$ cat src/rtl/bgline_cmd_seq.sv
module bgline_cmd_seq #(
  parameter int TC_DIV = 4,
  parameter int BC_DIV = 2,
  parameter int CNT_W  = 16
) (
  input  logic        clk,
  input  logic        rst_n,
  input  logic        req_valid,
  input  logic [2:0]  req_kind,
  input  logic [7:0]  req_op,
  input  logic [15:0] req_addr,
  input  logic [15:0] req_wdata,
  output logic        busy,
  output logic        done,
  output logic [15:0] rdata,
  output logic        line_oe,
  input  logic        line_in
);
  localparam int TDIV_W   = $clog2(TC_DIV + 1);
  localparam int FRAME_W  = 40;
  localparam int BIT_TC   = 16;
  localparam int ONE_LOW  = 4;
  localparam int ZERO_LOW = 13;
  localparam int RD_LOW   = 2;
  localparam int RD_SMP   = 8;
  localparam int DLY_HW   = 150;
  localparam int DLY_FRD  = 48;
  localparam int DLY_FWR  = 36;
  localparam int DLY_GO   = 76;

  typedef enum logic [1:0] {S_IDLE, S_TX, S_WAIT, S_RX} state_t;

  function automatic int tx_bits(input logic [2:0] k);
    case (k)
      3'd0: return 24;
      3'd1: return 40;
      3'd2: return 8;
      3'd3: return 24;
      default: return 8;
    endcase
  endfunction

  function automatic int delay_bc(input logic [2:0] k);
    case (k)
      3'd0, 3'd1: return DLY_HW;
      3'd2:       return DLY_FRD;
      3'd3:       return DLY_FWR;
      default:    return DLY_GO;
    endcase
  endfunction

  function automatic logic [FRAME_W-1:0] frame_of(input logic [2:0] k, input logic [7:0] op,
                                                  input logic [15:0] a, input logic [15:0] w);
    case (k)
      3'd0:    return {op, a, 16'h0};
      3'd1:    return {op, a, w};
      3'd3:    return {op, w, 16'h0};
      default: return {op, 32'h0};
    endcase
  endfunction

  state_t              state;
  logic [2:0]          kind_q;
  logic [FRAME_W-1:0]  shreg;
  logic [5:0]          bitcnt;
  logic [TDIV_W-1:0]   tdiv;
  logic [3:0]          phase;
  logic [CNT_W-1:0]    wcnt;
  logic [15:0]         rshift;

  wire tick     = (tdiv == TDIV_W'(TC_DIV - 1));
  wire bit_end  = tick && (phase == 4'(BIT_TC - 1));
  wire sample   = (state == S_RX) && (phase == 4'(RD_SMP)) && (tdiv == '0);
  wire is_read  = (kind_q == 3'd0) || (kind_q == 3'd2);
  wire serial   = (state == S_TX) || (state == S_RX);

  assign busy = (state != S_IDLE);

  always_comb begin
    case (state)
      S_TX:    line_oe = phase < (shreg[FRAME_W-1] ? 4'(ONE_LOW) : 4'(ZERO_LOW));
      S_RX:    line_oe = phase < 4'(RD_LOW);
      default: line_oe = 1'b0;
    endcase
  end

  always_ff @(posedge clk or negedge rst_n) begin
    if (!rst_n) begin
      state  <= S_IDLE;
      kind_q <= '0;
      shreg  <= '0;
      bitcnt <= '0;
      tdiv   <= '0;
      phase  <= '0;
      wcnt   <= '0;
      rshift <= '0;
      rdata  <= '0;
      done   <= 1'b0;
    end else begin
      done <= 1'b0;
      if (serial) begin
        tdiv <= tick ? '0 : tdiv + 1'b1;
        if (tick) phase <= phase + 1'b1;
      end else begin
        tdiv  <= '0;
        phase <= '0;
      end
      if (sample) rshift <= {rshift[14:0], line_in};
      case (state)
        S_IDLE: if (req_valid) begin
          state  <= S_TX;
          kind_q <= req_kind;
          shreg  <= frame_of(req_kind, req_op, req_addr, req_wdata);
          bitcnt <= 6'(tx_bits(req_kind) - 1);
        end
        S_TX: if (bit_end) begin
          shreg <= shreg << 1;
          if (bitcnt == '0) begin
            state <= S_WAIT;
            wcnt  <= CNT_W'(delay_bc(kind_q) * BC_DIV - 1);
          end else begin
            bitcnt <= bitcnt - 1'b1;
          end
        end
        S_WAIT: begin
          if (wcnt == '0) begin
            if (is_read) begin
              state  <= S_RX;
              bitcnt <= 6'd15;
            end else begin
              state <= S_IDLE;
              done  <= 1'b1;
            end
          end else begin
            wcnt <= wcnt - 1'b1;
          end
        end
        S_RX: if (bit_end) begin
          if (bitcnt == '0) begin
            state <= S_IDLE;
            done  <= 1'b1;
            rdata <= rshift;
          end else begin
            bitcnt <= bitcnt - 1'b1;
          end
        end
        default: state <= S_IDLE;
      endcase
    end
  end

  AST_IDLE_RELEASED: assert property (@(posedge clk) disable iff (!rst_n) !busy |-> !line_oe);
  AST_DONE_SINGLE:   assert property (@(posedge clk) disable iff (!rst_n) done |=> !done);
  AST_DONE_ENDS:     assert property (@(posedge clk) disable iff (!rst_n) done |-> (!busy && $past(busy)));
  AST_ACCEPT:        assert property (@(posedge clk) disable iff (!rst_n) (!busy && req_valid) |=> busy);
  AST_BUSY_KEEP:     assert property (@(posedge clk) disable iff (!rst_n) (busy && !done) |-> $past(busy || req_valid));
  AST_RDATA_HOLD:    assert property (@(posedge clk) disable iff (!rst_n) !done |-> $stable(rdata));
  AST_WAIT_QUIET:    assert property (@(posedge clk) disable iff (!rst_n) (state == S_WAIT) |-> !line_oe);
endmodule

$ cat config.mk
export PLATFORM = sky130hd
export DESIGN_NAME = bgline_cmd_seq
export DESIGN_NICKNAME = d
export VERILOG_FILES = /design/src/rtl/bgline_cmd_seq.sv
export SDC_FILE = /design/constraint.sdc
export NUM_CORES = 1
export LEC_CHECK = 0
export BUFFER_PORTS_ARGS = -buffer_cell sky130_fd_sc_hd__buf_2
export CAP_MARGIN = 20
export CORE_MARGIN = 3
export CORE_UTILIZATION = 45
export DETAILED_ROUTE_END_ITERATION = 10
export SYNTH_ARGS = -nofsm -noshare
export SYNTH_HDL_FRONTEND = slang
export SYNTH_SLANG_ARGS = --single-unit
export TNS_END_PERCENT = 1
$ cat constraint.sdc
create_clock -name clk -period 5.1 [get_ports clk]
set_input_delay 1.02 -clock clk [delete_from_list [all_inputs] [get_ports clk]]
set_output_delay 1.02 -clock clk [all_outputs]
set_load 0.005 [all_outputs]
==> results of run 1 <==
==> cell usage after synthesis, types with 3 or more instances <==
cell type / n / area share, %
or4_1: 4 / 0.58
xnor2_1: 7 / 1.2
and3_1: 4 / 0.48
nand2_1: 32 / 2.3
o21ai_1: 5 / 0.48
o21ai_0: 19 / 1.8
a22oi_1: 15 / 2.2
dfrtp_1: 107 / 51
nand3_1: 11 / 1.1
o31ai_1: 4 / 0.58
mux2_2: 28 / 6.0
a221o_1: 16 / 3.1
ha_1: 10 / 2.4
mux2_1: 6 / 1.3
or3_1: 3 / 0.36
nor3_1: 14 / 1.3
nor2b_1: 3 / 0.36
a21oi_1: 22 / 2.1
xor2_1: 5 / 0.84
nor4_1: 3 / 0.36
a31oi_1: 11 / 1.3
o211ai_1: 18 / 2.6
o22ai_1: 3 / 0.36
clkbuf_1: 26 / 1.9
nor2_1: 59 / 4.2
nand3b_1: 4 / 0.58
inv_1: 32 / 2.3
a211oi_1: 4 / 0.58
==> power by group <==
group	switching (uW)	internal [uW]	total [uW]
Combinational	200	169	369
Clock	329	437	766
Sequential	100	986	1090
==> stage by stage <==
step                total power (uW)  hold slack (ns)  cells
finish                          2220            0.469    711
global route                    2360            0.511    711
CTS                             2250            0.474    711
detailed placement              1470            0.464    695
global placement                1450            0.459    695
floorplan                       1340            0.438    512
==> cell families after synthesis <==
kind of cell             after synthesis  share of synthesized area [%]
XOR/XNOR                              12                           2.01
AND/OR/NAND/NOR                      155                           14.6
buffers and inverters                 61                           4.41
flip-flops                           107                           51.3
AO/OA/AOI/OAI                        131                           17.5
adder cells (fa/ha/maj)               10                           2.40
multiplexers                          36                           7.72
==> per-layer routing <==
layer | vias to the layer above | track usage [%]
li1 | 1957 | -
met1 | 1975 | 27.0
met2 | 85 | 30.8
met3 | 6 | 5.31
met4 | 0 | 5.45
met5 | - | 0
==> area by class of cell <==
cell class	instances	area, um^2
fill	1018	5070
sequential	107	2680
multi-input combinational	344	2330
timing repair buffer	72	380
clock buffer	10	229
tap	140	175
inverter	32	120
clock inverter	6	96.3
==> registers in the layout (all words and copies together) (netlist names) <==
register  count
shreg        40
kind_q        3
tdiv          3
phase         4
bitcnt        6
state         2
wcnt         16
rshift       16
rdata        16
done          1
==> how the worst max path moves through the flow <==
stage                start        end  slack [ns]  cells past startpoint
2_1_floorplan  req_kind[2]  shreg[10]        2.79                      6
3_3_place_gp   req_kind[2]  shreg[14]        2.60                      6
3_5_place_dp     req_valid  shreg[30]        2.55                      6
4_1_cts           state[1]    line_oe        2.25                      4
5_1_grt           state[1]    line_oe        2.13                      4
6_report          state[1]    line_oe        2.25                      4
==> cell usage in the layout (no fill, tap or decap), drive strengths merged, types with 3 or more instances in the layout <==
master | Yosys | routed
o211ai | 18 | 18
inv | 32 | 34
a221o | 16 | 16
a21oi | 23 | 23
buf | 3 | 72
a211oi | 4 | 4
nor2b | 3 | 3
or4 | 5 | 5
a22oi | 15 | 15
o21ai | 24 | 24
or3 | 3 | 3
nor2 | 59 | 59
xor2 | 5 | 5
or2 | 3 | 3
nor4 | 4 | 4
nand3b | 4 | 4
o31ai | 4 | 4
xnor2 | 7 | 7
mux2 | 34 | 34
o311ai | 3 | 3
clkbuf | 26 | 10
o22ai | 3 | 3
a31oi | 11 | 11
dfrtp | 107 | 107
nand3 | 11 | 11
ha | 10 | 10
nor3 | 14 | 14
and3 | 4 | 4
nand2 | 32 | 32
==> metrics.cfg, run 1 <==
[sta]
tightest_slew_ns = 0.891
setup_viol = 0
grt_setup_unrepaired = false
slew_viol_final = 0
setup_tns_ns = 0
final_period_minus_worst_setup_slack_ns = 2.85
finalHoldViolations = 0
period_share_pct = 55.8
finalClockSkew_ns = 0.00943
max-slew-margin-rel_pct = 40.6
max_freq_mhz = 351
setup_ws_ns = 2.25

[setup_path]
crit_path_cell_trace = nand2_1 > or4_1 > o31ai_1 > buf_2
timing.critical_path.buf_inv = 1
r2r-start = state[0]
timing_worst_setup_path_type = reg2out
worst_setup_path_start_kind = register
path_max_fanout = 13
crit_slowest_cell = dfrtp_1
timing.critical_path.max_delay_family = flip-flops
worst-endpoint-required_ns = 4.08
cp.arrival_ns = 1.83
endpoint_kind = output port
critical_path.reg2reg.endpoint = wcnt[3]
worst-r2r-cell-count = 5
worst-r2r-setup-slack_ns = 2.65
cp_slowest_stage_delay_ns = 0.61

[clock_network]
clkTransAtPathRegs_ns = 0.07
cts.sink_count = 107
cts_buffer_count = 9
worstSkewPairLatency_ns = 0.36
number_of_hold_repair_buffers_added_at_the_cts_stage = 0
cts_buffer_depth = 2
tritoncts = done
post-cts-setup-buffers = 0
cts_root_buffer = clkbuf_16
clock_tree.htree_level_count = 3
ctsResizeCount = 0

[placed_design]
gpl.final_weighted_congestion = 0.825
cell_area_after_placement_um2 = 5680
preCtsSetupSlack_ns = 2.55
post_dp_hpwl_um = 7830
io_buffer_count = 65

[yosys]
dominantRegCellSynth = dfrtp_1
synth_async_sr_flop_share_pct = 100
yosys_warnings = 0
syn_inst = 512
synth_enable_flop_cells = 0
ys_seq_area_share_pct = 51.3
synth.lib_cells_used.distinct = 55
synth.cell_area_um2 = 5220
post_synth.cell_area_avg_um2 = 10.2
ys_seq_elements = 107
mappedNetlistNets = 569

[power]
peakVddDrop_v = 0.000323
standby_leakage_power_uw = 0.00284
power-per-cell-area_nw_per_um2 = 370

[die]
die-height_um = 114
rows = 38
core_region_area_um2 = 11100
chipWidth_um = 114
overall_die_area_um2 = 12900
num_io_pins = 66
initial_utilization_pct = 47.1

[worst_hold_path]
min-delay-path-class = reg2reg
min-delay-start = tdiv[0]
hold_depth = 1
holdPathEnd = tdiv[0]

[routing]
drt_iter0_drc = 307
wire_per_inst_um = 16.4
drcViolationCount = 0
vias_per_cell = 5.66
route.vias.total = 4023
met3_layer_wire_length_in_the_routed_design_um = 597
route.final.wire_length_um = 11700
remaining_number_of_nets_flagged_by_the_antenna_check_after_routing = 0
detailedRoute.firstPassIterationCount = 5
wl_met2_um = 5420
drt-met1-wl_um = 5540
top_layer_used = met4

[finish]
final_core_util_pct = 54.2
final_design_instance_area_without_fill_um2 = 6010
final_net_count = 623
areaGrowthSynthToFinish_pct = 15.1
final_layout_size_suffix_gt1_share_pct = 21.9
antennaDiodeCount = 0

[global_routing]
initial_antenna_violation_count = 0
grt_max_degree = 72
grt_overall_usage_pct = 19.6
grt_first_pass_wirelength_um = 20400
via_count_of_the_first_global_routing_pass = 4053
grt_ovf = 0

[job]
cap_violations = 0

[status]
outcome = finished, final reports clean

Power figures use the tool's default switching activity.
==> run 2: changes to the inputs <==
- ABC_AREA: unset -> 1
- clock period: 5.1 -> 2.62 ns (I/O delays scaled with it)
==> run 2 against run 1 <==
  * Area after synthesis is 7.4% higher
  * Register-to-register slack worse by 2.2 ns
  * First-iteration DRC count decreased by 18%
  * Largest cell class unchanged
  * Power rose by 150%
==> metrics.cfg, run 2 <==
[clock_network]
tritoncts = done
cts_buffer_depth = 2  ; unchanged
post-cts-setup-buffers = 0  ; unchanged
clkTransAtPathRegs_ns = 0.07  ; about the same
clock_tree.htree_level_count = 3  ; unchanged
cts.sink_count = 107  ; unchanged
cts_buffer_count = 9  ; unchanged
cts_root_buffer = clkbuf_16
number_of_hold_repair_buffers_added_at_the_cts_stage = 0  ; unchanged
worstSkewPairLatency_ns = 0.36  ; about the same
ctsResizeCount = 0  ; unchanged

[power]
comb_power_share_pct = 33.9  ; +17 points
cellInternalPower_uw = 3390  ; +110%
seq_power_share_pct = 40.9  ; -8.0 points
standby_leakage_power_uw = 0.00333  ; +17%
peakVddDrop_v = 0.000404  ; +25%
power_switching_uw = 2120  ; +240%
clock_power_share_pct = 25.2  ; -9.3 points
swShare_pct = 38.4  ; +10 points
power-per-cell-area_nw_per_um2 = 864  ; +130%

[sta]
grt_setup_unrepaired = false
final_period_minus_worst_setup_slack_ns = 2.33
tightest_slew_ns = 0.602  ; -0.288 ns
finalClockSkew_ns = 0.00701  ; -0.00243 ns
max-slew-margin-rel_pct = 59.8  ; +19 points
setup_tns_ns = 0  ; unchanged
period_share_pct = 88.9
setup_viol = 0  ; unchanged
slew_viol_final = 0  ; unchanged
max_freq_mhz = 429
finalHoldViolations = 0  ; unchanged

[worst_hold_path]
min-delay-path-class = in2async

[finish]
mostFrequentLayoutCells = nand2_1, dfrtp_1, o21ai_0
filler_cell_count = 1208  ; +19%
multiInputGateArea_um2 = 2410  ; +3.3%
final_net_count = 870  ; +40%
areaGrowthSynthToFinish_pct = 13.8
largest_register_ffs = 40  ; unchanged
final_layout_size_suffix_gt1_share_pct = 13.1  ; -8.8 points
antennaDiodeCount = 0  ; unchanged
largest_register = shreg
number_of_cells_in_the_finished_layout_apart_from_fillers = 986  ; +39%
final_common_cell = nand2_1
final_design_instance_area_without_fill_um2 = 6370  ; +6.1%
final-seq-area_um2 = 2680  ; unchanged

[routing]
route.vias.total = 4860  ; +21%
detailedRoute.firstPassIterationCount = 4  ; -1
drcViolationCount = 0  ; unchanged
remaining_number_of_nets_flagged_by_the_antenna_check_after_routing = 0  ; unchanged
route.final.wire_length_um = 12800  ; +9.6%
vias_per_cell = 4.93  ; -13%
drt_iter0_drc = 252  ; -18%
wire_per_inst_um = 13.0  ; -21%

[setup_path]
crit_path_cell_trace = nand2_1 > o41ai_1 > buf_2
timing_worst_setup_path_type = reg2out
crit_slowest_cell = dfrtp_1
worst-endpoint-required_ns = 2.10  ; -1.98 ns
path_max_fanout = 17  ; +4
cp_slowest_stage_delay_ns = 0.71  ; +0.10 ns
endpoint_kind = output port
cp.arrival_ns = 1.80  ; -0.03 ns
worst_setup_path_start_kind = register

[yosys]
yosys_warnings = 0  ; unchanged
yosys.cell_count.top_type = nand2_1
mappedNetlistNets = 813  ; +43%
yosysTopAreaCellShare_pct = 47.8  ; -3.5 points
post_synth.cell_area_avg_um2 = 7.41  ; -27%
ys_seq_area_share_pct = 47.8  ; -3.5 points
synth.lib_cells_used.distinct = 31  ; -44%
synth.cell_area_um2 = 5600  ; +7.4%
dominantRegCellSynth = dfrtp_1
ys_seq_elements = 107  ; unchanged
synth_enable_flop_cells = 0  ; unchanged
synth.area.top_cells = dfrtp_1, nand2_1, o21ai_0, inv_1, nand3_1
netlist_top_cells_count = nand2_1, dfrtp_1, o21ai_0
synth_async_sr_flop_share_pct = 100  ; unchanged
synthDominantAreaCellType = dfrtp_1
syn_inst = 756  ; +48%

[placed_design]
cell_area_after_placement_um2 = 6080  ; +6.9%
gpl.final_weighted_congestion = 0.857  ; +3.9%
placedCellCount = 970  ; +40%
post_dp_hpwl_um = 9170  ; +17%
io_buffer_count = 65  ; unchanged

[global_routing]
grt_first_pass_wirelength_um = 22400  ; +10%
initial_antenna_violation_count = 0  ; unchanged
via_count_of_the_first_global_routing_pass = 4785  ; +18%
grt_max_degree = 62  ; -14%
grt_overall_usage_pct = 19.7  ; +0.11 points
grt_ovf = 0  ; unchanged

[die]
core_region_area_um2 = 12100  ; +9.3%
initial_utilization_pct = 46.3  ; -0.85 points
chipWidth_um = 118  ; +3.4%
num_io_pins = 66  ; unchanged
die-height_um = 118  ; +3.4%
overall_die_area_um2 = 13800  ; +7.0%
rows = 40  ; +5.3%

[job]
cap_violations = 0  ; unchanged

[status]
outcome = finished, final reports clean

==> run 2: cell count changes after synthesis, moves of 15 or more <==
cell / before / now
nand2_1: 32 / 234
inv_1: 32 / 91
a22oi_1: 15 / 0
nand3_1: 11 / 44
o211ai_1: 18 / 1
a221o_1: 16 / 0
mux2_2: 28 / 0
o21ai_1: 5 / 22
o21ai_0: 19 / 99
==> run 2: metrics by stage <==
stage	hold slack (ns)	power (uW)	worst slack [ns]	util, %
2_1_floorplan	0.228	3760	1.05	-
3_3_place_gp	0.441	4110	0.546	50.2
3_5_place_dp	0.462	4170	0.489	50.2
4_1_cts	0.166	5580	0.250	52.6
5_1_grt	0.193	6010	0.157	52.6
6_report	0.155	5510	0.291	52.6
==> run 2: worst paths after layout <==
path / startpoint / end / slack [ns] / cells past startpoint
setup / recovery: state[0] / line_oe / 0.29 / 3
hold / removal: rst_n / wcnt[5] / 0.16 / 1
setup reg to reg: state[0] / shreg[15] / 0.50 / 8
hold reg to reg: tdiv[0] / tdiv[0] / 0.46 / 1
max in group asynchronous: rst_n / tdiv[0] / 1.75 / 2
min in group clk: line_in / rshift[0] / 0.43 / 3
==> run 2: cell families after synthesis <==
| group | Yosys count | share of synthesized area, % |
|---|---|---|
| fa+ha+maj | 10 | 2.23 |
| flops | 107 | 47.8 |
| xor+xnor | 8 | 1.25 |
| buf+inv | 127 | 9.27 |
| simple gates | 351 | 25.5 |
| compound gates | 153 | 14.0 |
==> run 2: cell type report <==
class,instances,area share (%)
clock inverters,6,1.10
well taps,168,3.30
multi-input cells,522,37.8
inverters,96,5.69
repair buffers,77,6.56
flip-flops and latches,107,42.0
clock buffers,10,3.59
==> run 2: metal layers <==
metal | vias up | global-route usage (%) | share of wire [%]
li1 | 2504 | - | -
met1 | 2229 | 26.5 | 47
met2 | 107 | 31.4 | 47
met3 | 20 | 3.75 | 4.8
met4 | 0 | 8.57 | 2.2
met5 | - | 0 | 0
==> run 2: critical path, delay by kind of cell (launching register included) <==
family	cells	cell delay, ns
AOI/OAI and AO/OA	1	0.34
DFF	1	0.71
buffers and inverters	1	0.18
and+or+nand+nor	1	0.21
==> run 2: power groups by stage <==
stage | registers (uW) | logic, uW | clock network, uW
2_1_floorplan | 2200 | 1570 | 0
3_3_place_gp | 2270 | 1840 | 0
3_5_place_dp | 2280 | 1890 | 0
4_1_cts | 2260 | 1900 | 1430
5_1_grt | 2310 | 2200 | 1510
6_report | 2250 | 1870 | 1390
==> run 3: changes to the inputs <==
- PLACE_DENSITY: unset -> 0.63
==> run 3 against run 2 <==
  * Wire length grew 1.8%
  * Via count rose by 1.7%
  * Sequential power about the same
  * Core utilization is essentially flat
  * Worst setup slack better by 0.16 ns
  * Design area about the same
  * Hold slack lost 0.018 ns
  * Critical path depth rose by 2
  * Largest cell class unchanged
==> metrics.cfg, run 3 (synthesis gave the netlist of run 2 again) <==
[status]
outcome = finished, final reports clean

[routing]
remaining_number_of_nets_flagged_by_the_antenna_check_after_routing = 0  ; unchanged
drt_iter0_drc = 253  ; +0.40%
route.final.wire_length_um = 13000  ; +1.8%
vias_per_cell = 5.01  ; +1.7%
drcViolationCount = 0  ; unchanged
wire_per_inst_um = 13.2  ; +1.8%
route.vias.total = 4943  ; +1.7%
detailedRoute.firstPassIterationCount = 5  ; +1

[global_routing]
via_count_of_the_first_global_routing_pass = 4759  ; -0.54%
initial_antenna_violation_count = 1  ; +1
grt_ovf = 0  ; unchanged
grt_max_degree = 62  ; unchanged
grt_overall_usage_pct = 19.3  ; -0.48 points
grt_first_pass_wirelength_um = 22000  ; -1.8%

[sta]
period_share_pct = 82.8  ; -6.1 points
grt_setup_unrepaired = false
setup_tns_ns = 0  ; unchanged
slew_viol_final = 0  ; unchanged
max_freq_mhz = 461  ; +7.4%
tightest_slew_ns = 0.575  ; -0.0269 ns
final_period_minus_worst_setup_slack_ns = 2.17  ; -0.160 ns
finalClockSkew_ns = 0.0104  ; +0.00338 ns
max-slew-margin-rel_pct = 61.6  ; +1.8 points
finalHoldViolations = 0  ; unchanged
setup_viol = 0  ; unchanged
whs_ns = 0.137  ; -0.0184 ns

[finish]
mostFrequentLayoutCells = nand2_1, dfrtp_1, o21ai_0
areaGrowthSynthToFinish_pct = 13.8  ; about the same
filler_cell_count = 1209  ; +0.083%
antennaDiodeCount = 0  ; unchanged
final_common_cell = nand2_1
final_net_count = 870  ; unchanged
final_layout_size_suffix_gt1_share_pct = 13.0  ; -0.12 points
largest_register_ffs = 40  ; unchanged
largest_register = shreg
number_of_cells_in_the_finished_layout_apart_from_fillers = 986  ; unchanged

[clock_network]
tritoncts = done
cts_buffer_count = 9  ; unchanged
clock_tree.htree_level_count = 3  ; unchanged
post-cts-setup-buffers = 0  ; unchanged
cts.sink_count = 107  ; unchanged
cts_buffer_depth = 2  ; unchanged
ctsResizeCount = 0  ; unchanged
clkTransAtPathRegs_ns = 0.07  ; about the same
worstSkewPairLatency_ns = 0.35  ; about the same
cts_root_buffer = clkbuf_16
number_of_hold_repair_buffers_added_at_the_cts_stage = 0  ; unchanged

[die]
chipWidth_um = 118  ; unchanged
core_region_area_um2 = 12100  ; unchanged
rows = 40  ; unchanged
overall_die_area_um2 = 13800  ; unchanged
initial_utilization_pct = 46.3  ; unchanged
num_io_pins = 66  ; unchanged
die-height_um = 118  ; unchanged

[power]
swShare_pct = 39.1  ; +0.68 points
power_switching_uw = 2130  ; +0.40%
clock_power_share_pct = 23.8  ; -1.4 points
peakVddDrop_v = 0.000578  ; +43%
standby_leakage_power_uw = 0.00332  ; about the same
cellInternalPower_uw = 3310  ; -2.4%
power-per-cell-area_nw_per_um2 = 852  ; -1.4%
seq_power_share_pct = 41.0  ; about the same
comb_power_share_pct = 35.3  ; +1.4 points

[job]
cap_violations = 0  ; unchanged

[placed_design]
gpl.final_weighted_congestion = 0.848  ; -1.1%
io_buffer_count = 65  ; unchanged
post_dp_hpwl_um = 9220  ; +0.59%
placedCellCount = 970  ; unchanged

[worst_hold_path]
min-delay-path-class = in2async

[setup_path]
endpoint_kind = output port
worst-endpoint-required_ns = 2.10  ; about the same
timing_worst_setup_path_type = reg2out
worst_setup_path_start_kind = register
worst-r2r-cell-count = 9  ; +1
cp.arrival_ns = 1.64  ; -0.16 ns
path_max_fanout = 36  ; +19

-- run 3: layout make-up --
class / instances / area, um^2 / share of cell area, %
Sequential cell: 107 / 2680 / 42.0
Multi-Input combinational cell: 522 / 2410 / 37.7
Timing Repair Buffer: 77 / 443 / 6.94
Inverter: 96 / 363 / 5.69
Clock buffer: 11 / 233 / 3.65
Tap cell: 168 / 210 / 3.29
Clock inverter: 5 / 46.3 / 0.726
-- run 3: per-stage QoR --
step	utilization, %	total power [uW]	worst slack [ns]	area (um^2)
3_3_place_gp	50.4	4110	0.585	6100
4_1_cts	52.7	5500	0.418	6380
3_5_place_dp	50.4	4180	0.539	6100
6_report	52.7	5440	0.451	6380
5_1_grt	52.7	5900	0.246	6380
2_1_floorplan	-	3760	1.05	5600
-- run 3: metal layers --
metal	share of wire [%]	track usage [%]	vias up
met2	48	31.3	120
met1	46	25.8	2306
li1	-	-	2498
met3	4.8	4.23	17
met5	0.10	0	-
met4	1.4	6.23	2
-- run 3: worst paths after layout --
kind / startpoint / to / slack (ns)
max: state[1] / line_oe / 0.45
min: rst_n / wcnt[11] / 0.14
min in group clk: line_in / rshift[0] / 0.43
min reg2reg: tdiv[0] / tdiv[0] / 0.47
max in group asynchronous: rst_n / shreg[20] / 1.78
max reg2reg: tdiv[0] / shreg[9] / 0.47
-- run 3: power by group through the flow --
stage | logic, uW | registers [uW] | clock network (uW)
finish | 1920 | 2230 | 1290
global route | 2230 | 2270 | 1410
detailed placement | 1930 | 2250 | 0
global placement | 1870 | 2240 | 0
CTS | 1940 | 2230 | 1330
floorplan | 1570 | 2200 | 0
-- run 3: critical path, stage by stage, from the launching register on --
cell and delay [ns]:
dfrtp_1 0.46, nor2_4 0.14, buf_4 0.32, nand2_1 0.11, o41ai_1 0.08, buf_2 0.19
